$ cat src/rtl/mbx_pkg.sv
package mbx_pkg;
    localparam int ADDR_W  = 8;
    localparam int DATA_W  = 32;
    localparam int NWORDS  = 4;
    localparam int IDX_W   = $clog2(NWORDS);
    localparam int BE_W    = DATA_W / 8;

    localparam logic [ADDR_W-1:0] OFF_CMD  = 8'h00;
    localparam logic [ADDR_W-1:0] OFF_STAT = 8'h04;
    localparam logic [ADDR_W-1:0] OFF_SPTR = 8'h08;
    localparam logic [ADDR_W-1:0] OFF_DPTR = 8'h0C;
    localparam logic [ADDR_W-1:0] OFF_WBUF = 8'h80;
    localparam logic [ADDR_W-1:0] OFF_RBUF = 8'h90;

    typedef struct packed {
        logic [7:0] rsvd_hi;
        logic [7:0] size;
        logic [3:0] id;
        logic [2:0] rsvd_lo;
        logic       ioc;
        logic [7:0] code;
    } cmd_word_t;

    typedef struct packed {
        logic [7:0] rsvd_hi;
        logic [7:0] err_code;
        logic [7:0] initiator;
        logic [3:0] cmd_id;
        logic       rsvd_lo;
        logic       overrun;
        logic       err;
        logic       busy;
    } stat_word_t;

    // Upper address bits select a 16-byte region
    function automatic logic [ADDR_W-5:0] region(input logic [ADDR_W-1:0] a);
        return a[ADDR_W-1:4];
    endfunction
endpackage

$ cat src/rtl/mbx_word_buf.sv
module mbx_word_buf
    import mbx_pkg::*;
#(
    parameter int WORDS = NWORDS,
    parameter int IW    = $clog2(WORDS)
) (
    input  logic              clk,
    input  logic              rst,
    input  logic              we,
    input  logic [IW-1:0]     widx,
    input  logic [DATA_W-1:0] wdata,
    input  logic [IW-1:0]     ridx,
    output logic [DATA_W-1:0] rdata
);
    logic [DATA_W-1:0] mem_q [WORDS];

    always_ff @(posedge clk) begin
        if (rst) begin
            for (int i = 0; i < WORDS; i++) mem_q[i] <= '0;
        end else if (we) begin
            mem_q[widx] <= wdata;
        end
    end

    assign rdata = mem_q[ridx];
endmodule

$ cat src/rtl/mbx_cmd_ctl.sv
module mbx_cmd_ctl
    import mbx_pkg::*;
(
    input  logic       clk,
    input  logic       rst,
    input  logic       cmd_wr,
    input  cmd_word_t  cmd_wdata,
    input  logic [7:0] src_id,
    input  logic       done,
    input  logic       err_in,
    input  logic [7:0] err_code_in,
    output logic       busy,
    output logic       doorbell,
    output logic       irq,
    output cmd_word_t  cmd_q,
    output stat_word_t status
);
    logic       busy_q, bell_q, irq_q, err_q, ovr_q;
    logic [7:0] code_q, init_q;
    logic       accept;

    assign accept = cmd_wr && !busy_q;

    always_ff @(posedge clk) begin
        if (rst) begin
            busy_q <= 1'b0;
            bell_q <= 1'b0;
            irq_q  <= 1'b0;
            err_q  <= 1'b0;
            ovr_q  <= 1'b0;
            code_q <= '0;
            init_q <= '0;
            cmd_q  <= '0;
        end else begin
            bell_q <= accept;
            irq_q  <= 1'b0;
            if (accept) begin
                cmd_q  <= cmd_wdata;
                busy_q <= 1'b1;
                init_q <= src_id;
                err_q  <= 1'b0;
                code_q <= '0;
                ovr_q  <= 1'b0;
            end else if (cmd_wr) begin
                ovr_q  <= 1'b1;
            end
            if (done && busy_q) begin
                busy_q <= 1'b0;
                err_q  <= err_in;
                code_q <= err_code_in;
                irq_q  <= cmd_q.ioc;
            end
        end
    end

    assign busy     = busy_q;
    assign doorbell = bell_q;
    assign irq      = irq_q;

    always_comb begin
        status           = '0;
        status.busy      = busy_q;
        status.err       = err_q;
        status.overrun   = ovr_q;
        status.cmd_id    = cmd_q.id;
        status.initiator = init_q;
        status.err_code  = code_q;
    end
endmodule

$ cat src/rtl/mbx_ipc_regs.sv
module mbx_ipc_regs
    import mbx_pkg::*;
(
    input  logic              clk,
    input  logic              rst,
    input  logic              hst_wr_en,
    input  logic              hst_rd_en,
    input  logic [ADDR_W-1:0] hst_addr,
    input  logic [BE_W-1:0]   hst_be,
    input  logic [DATA_W-1:0] hst_wdata,
    input  logic [7:0]        hst_src_id,
    output logic [DATA_W-1:0] hst_rdata,
    output logic              hst_irq,
    output logic              ctl_doorbell,
    output logic [DATA_W-1:0] ctl_cmd,
    output logic [DATA_W-1:0] ctl_sptr,
    output logic [DATA_W-1:0] ctl_dptr,
    input  logic [IDX_W-1:0]  ctl_wbuf_idx,
    output logic [DATA_W-1:0] ctl_wbuf_data,
    input  logic              ctl_rbuf_we,
    input  logic [IDX_W-1:0]  ctl_rbuf_idx,
    input  logic [DATA_W-1:0] ctl_rbuf_wdata,
    input  logic              ctl_done,
    input  logic              ctl_err,
    input  logic [7:0]        ctl_err_code
);
    logic              aligned, full_word;
    logic              hit_cmd, hit_stat, hit_sptr, hit_dptr, hit_wbuf, hit_rbuf;
    logic [IDX_W-1:0]  widx;
    logic [DATA_W-1:0] sptr_q, dptr_q, rbuf_rdata;
    logic              busy;
    cmd_word_t         cmd_q;
    stat_word_t        status;

    assign aligned   = (hst_addr[1:0] == 2'b00);
    assign full_word = (hst_be == {BE_W{1'b1}});
    assign widx      = hst_addr[2 +: IDX_W];
    assign hit_cmd   = aligned && hst_addr == OFF_CMD;
    assign hit_stat  = aligned && hst_addr == OFF_STAT;
    assign hit_sptr  = aligned && hst_addr == OFF_SPTR;
    assign hit_dptr  = aligned && hst_addr == OFF_DPTR;
    assign hit_wbuf  = aligned && region(hst_addr) == region(OFF_WBUF);
    assign hit_rbuf  = aligned && region(hst_addr) == region(OFF_RBUF);

    always_ff @(posedge clk) begin
        if (rst) begin
            sptr_q <= '0;
            dptr_q <= '0;
        end else if (hst_wr_en && full_word) begin
            if (hit_sptr) sptr_q <= hst_wdata;
            if (hit_dptr) dptr_q <= hst_wdata;
        end
    end

    mbx_cmd_ctl u_ctl (
        .clk         (clk),
        .rst         (rst),
        .cmd_wr      (hst_wr_en && hit_cmd),
        .cmd_wdata   (cmd_word_t'(hst_wdata)),
        .src_id      (hst_src_id),
        .done        (ctl_done),
        .err_in      (ctl_err),
        .err_code_in (ctl_err_code),
        .busy        (busy),
        .doorbell    (ctl_doorbell),
        .irq         (hst_irq),
        .cmd_q       (cmd_q),
        .status      (status)
    );

    mbx_word_buf #(.WORDS(NWORDS)) u_wbuf (
        .clk   (clk),
        .rst   (rst),
        .we    (hst_wr_en && full_word && hit_wbuf),
        .widx  (widx),
        .wdata (hst_wdata),
        .ridx  (ctl_wbuf_idx),
        .rdata (ctl_wbuf_data)
    );

    mbx_word_buf #(.WORDS(NWORDS)) u_rbuf (
        .clk   (clk),
        .rst   (rst),
        .we    (ctl_rbuf_we),
        .widx  (ctl_rbuf_idx),
        .wdata (ctl_rbuf_wdata),
        .ridx  (widx),
        .rdata (rbuf_rdata)
    );

    always_comb begin
        hst_rdata = '0;
        if (hst_rd_en) begin
            if (hit_stat)      hst_rdata = status;
            else if (hit_sptr) hst_rdata = sptr_q;
            else if (hit_dptr) hst_rdata = dptr_q;
            else if (hit_rbuf) hst_rdata = rbuf_rdata;
        end
    end

    assign ctl_cmd  = cmd_q;
    assign ctl_sptr = sptr_q;
    assign ctl_dptr = dptr_q;
endmodule

$ cat config.mk
export PLATFORM = sky130hd
export DESIGN_NAME = mbx_ipc_regs
export DESIGN_NICKNAME = d
export VERILOG_FILES = /design/src/rtl/mbx_pkg.sv /design/src/rtl/mbx_word_buf.sv /design/src/rtl/mbx_cmd_ctl.sv /design/src/rtl/mbx_ipc_regs.sv
export SDC_FILE = /design/constraint.sdc
export NUM_CORES = 1
export LEC_CHECK = 0
export BUFFER_PORTS_ARGS = -buffer_cell sky130_fd_sc_hd__buf_2
export CORE_ASPECT_RATIO = 1.75
export CORE_MARGIN = 2
export CORE_UTILIZATION = 57
export DETAILED_ROUTE_END_ITERATION = 7
export HOLD_SLACK_MARGIN = 0.03
export PLACE_DENSITY = 0.78
export REMOVE_ABC_BUFFERS = 1
export SLEW_MARGIN = 40
export SYNTH_ARGS = -nofsm -noshare
export SYNTH_HDL_FRONTEND = slang
export SYNTH_HIERARCHICAL = 1
export SYNTH_SLANG_ARGS = --single-unit
$ cat constraint.sdc
create_clock -name clk -period 4.8 [get_ports clk]
set_input_delay 0.24 -clock clk [delete_from_list [all_inputs] [get_ports clk]]
set_output_delay 0.24 -clock clk [all_outputs]
set_load 0.05 [all_outputs]
==> results.py <==
metrics = {
    "worst_setup_path": {
        "endpoint_kind": "output pin",
        "crit_path_start_kind": "input pin",
        "cp.required_ps": 4560,
        "arrival_ps": 2540,
        "worstPathMaxFanout": 39,
        "path_class": "input pin to output pin",
    },
    "timing": {
        "rsz0062_at_grt": "no",
        "hold_viol_final": 0,
        "setup_tns_ps": 0,
        "maxSlewViolCount": 0,
        "max_freq_ghz": 0.360,
        "final.setup_skew_ps": 6.88,
        "fin_crit_sh": 0.579,
        "maxSlewHeadroom": 0.454,
        "period_needed_ps": 2780,
        "setup_viol": 0,
        "worst_pin_slew_ps": 812,
    },
    "cells_and_area": {
        "syn2layout_area_growth_pct": 18.8,
        "diodes": 0,
        "stdcell_count": 2048,
        "multi_input_area_um2": 6880,
        "fill_cells": 2173,
        "layout.nets": 1735,
        "layout-drive-gt1-share": 0.313,
        "seq_area_um2": 10000,
    },
    "synthesis": {
        "yosysUniqueCellTypes": 47,
        "synth_edf_count": 256,
        "synthTopCellsByArea": "edfxtp_1 44%, dfxtp_1 13%, mux4_2 8.2%",
        "yosysSeqAreaShare": 0.571,
        "yosys.area.top_type": "edfxtp_1",
        "ys_ff_latch": 373,
        "synthFlopType": "edfxtp_1",
        "netlist.area_leader.share": 0.438,
        "synthCells": 1364,
        "ys_warn_count": 6,
        "avgSynthCellArea_um2": 12.9,
        "netlist_area_um2": 17600,
        "synth-async-reset-ratio": 0,
    },
    "floorplan": {
        "io_pins": 265,
        "die_area_um2": 32300,
        "placementRows": 85,
        "die_h_um": 236,
        "initial_core_util": 0.575,
        "die_x_um": 137,
        "core_area_um2": 30500,
    },
    "global_route": {
        "grt_pass1_wl_um": 67800,
        "grt_pass1_vias": 12100,
        "track_usage": 0.277,
        "gr-total-overflow": 0,
        "grt_max_degree": 105,
        "grt_antenna_before_repair": 0,
    },
    "power_and_ir_drop": {
        "power_per_cell_area_nw_per_um2": 342,
        "pwr-share-seq": 0.506,
        "swShare": 0.229,
        "p_leak_nw": 8.01,
        "p_switching_mw": 1.63,
        "clockPowerShare": 0.400,
        "combinationalPowerShare": 0.094,
        "cellInternalPower_mw": 5.50,
        "ir_worst_vdd_uv": 312,
    },
    "clock_network": {
        "cts_resized": 0,
        "postCtsSetupRepairBufs": 0,
        "cts.path.max_buffers": 3,
        "clkLatencyLatePin_ps": 530,
        "path_clk_slew_ps": 60,
        "cts-hold-fix-buffers": 66,
        "htree_levels": 2,
        "cts_root_buf": "clkbuf_16",
        "clock_sinks": 373,
        "tritoncts": "built",
        "cts-buffers-inserted": 34,
    },
    "placed_design": {
        "dp_hpwl_um": 29000,
        "port_buffers": 264,
        "place.gp.congestion": 0.892,
        "dp_cells": 1921,
    },
    "route": {
        "wl_um": 44600,
        "wl_per_cell_um": 21.8,
        "dr.pass1.iters": 5,
        "drc_errors": 0,
        "antenna_left": 0,
        "viasPerCell": 5.78,
        "drtIter0Drc": 858,
        "routed-via-count": 11800,
    },
    "min_path": {
        "hold_path_class": "input pin to flop",
    },
    "flow_run": {
        "drv_cap": 0,
    },
    "outcome": {
        "status": "finished, final reports clean",
    },
}
==> cells by family after synthesis <==
kind of cell / share of synthesized area
buf+inv: 0.0442
mux: 0.124
flops: 0.571
simple gates: 0.207
compound gates: 0.0531
other cells: 0.000214
==> metal layers <==
metal,vias up,share of wire,global-route usage
met5,-,0,0
met4,0,0.051,0.144
met3,111,0.050,0.0316
met2,438,0.52,0.483
met1,5842,0.38,0.333
li1,5446,-,-
==> cells in the mapped netlist, types with 9 or more instances <==
library cell	number
edfxtp_1	256
and2_1	193
dfxtp_1	117
nand2b_1	99
a21oi_1	96
nand2_1	71
mux2i_1	66
and2_2	64
mux4_2	64
clkbuf_1	45
nand3_1	32
nand3b_1	32
nand4b_1	32
o31ai_1	32
buf_2	23
buf_4	19
clkbuf_2	18
buf_6	17
nor2_1	13
nand2_2	9
==> registers in the layout (all words and copies together), names as in the netlist <==
signal          flops
u_ctl/err_q         1
ctl_dptr           32
u_rbuf/mem_q      128
ctl_sptr           32
u_ctl/busy          1
u_wbuf/mem_q      128
u_ctl/irq           1
u_ctl/cmd_q        32
u_ctl/ovr_q         1
u_ctl/code_q        8
u_ctl/init_q        8
u_ctl/doorbell      1
==> worst max-delay path: stages <==
cell and delay (ps):
buf_4 410, or4b_2 970, buf_4 300, o31ai_1 220, a21oi_1 120, buf_2 240
==> cell type report <==
type | count | share of cell area
clock inverter | 19 | 0.0112
clock buffer | 42 | 0.0447
multi-input combinational | 869 | 0.330
sequential | 373 | 0.481
timing repair buffer | 352 | 0.110
tap | 391 | 0.0234
inverter | 2 | 0.000360
==> final timing paths <==
kind	slack, ps	to	startpoint	depth (start not counted)
hold / removal	50	u_ctl/cmd_q[15]$_SDFFE_PP0P_	hst_wdata[15]	3
setup / recovery	2020	hst_rdata[30]	hst_addr[2]	6
hold reg to reg	450	u_ctl/cmd_q[7]$_SDFFE_PP0P_	u_ctl/cmd_q[7]$_SDFFE_PP0P_	2
setup reg to reg	2840	u_ctl/cmd_q[25]$_SDFFE_PP0P_	u_ctl/busy$_SDFFE_PP0P_	3
==> per-stage QoR <==
stage	cell area, um2	hold WS [ps]	setup slack, ps	total power, mW	utilization
after detailed placement	19000	445	1550	4.30	0.624
after floorplan	16800	302	1020	4.01	-
final	20900	47.8	2020	7.13	0.684
after CTS	20900	30.9	2070	7.18	0.684
after global placement	18800	438	1550	4.26	0.616
after global routing	20900	49.7	1920	7.32	0.684
==> cell usage in the layout, fill, tap and decap left out, types with 4 or more instances in the layout <==
cell,count
a22oi_1,7
nand2_1,71
dfxtp_1,117
a21oi_2,8
nand4b_1,32
dlygate4sd3_1,66
mux2i_1,66
and2_1,192
a31o_4,4
and2_2,65
buf_8,4
clkinv_2,7
buf_16,5
nor2_1,13
clkbuf_1,4
conb_1,9
nand2_2,9
o21bai_4,4
o31ai_1,32
nand3_1,32
buf_2,261
mux4_2,64
a21oi_1,96
edfxtp_1,256
mux2_2,7
clkbuf_16,35
nand2b_1,98
and4bb_2,4
bufinv_16,5
buf_4,14
nand3b_1,32
==> power groups by stage <==
stage               Combinational (mW)  Clock, mW  Sequential [mW]
floorplan                        0.349          0             3.67
global placement                 0.595          0             3.67
detailed placement               0.626          0             3.68
CTS                              0.670       2.90             3.61
global route                     0.706       3.00             3.62
finish                           0.667       2.85             3.61
Power figures use the tool's default switching activity.
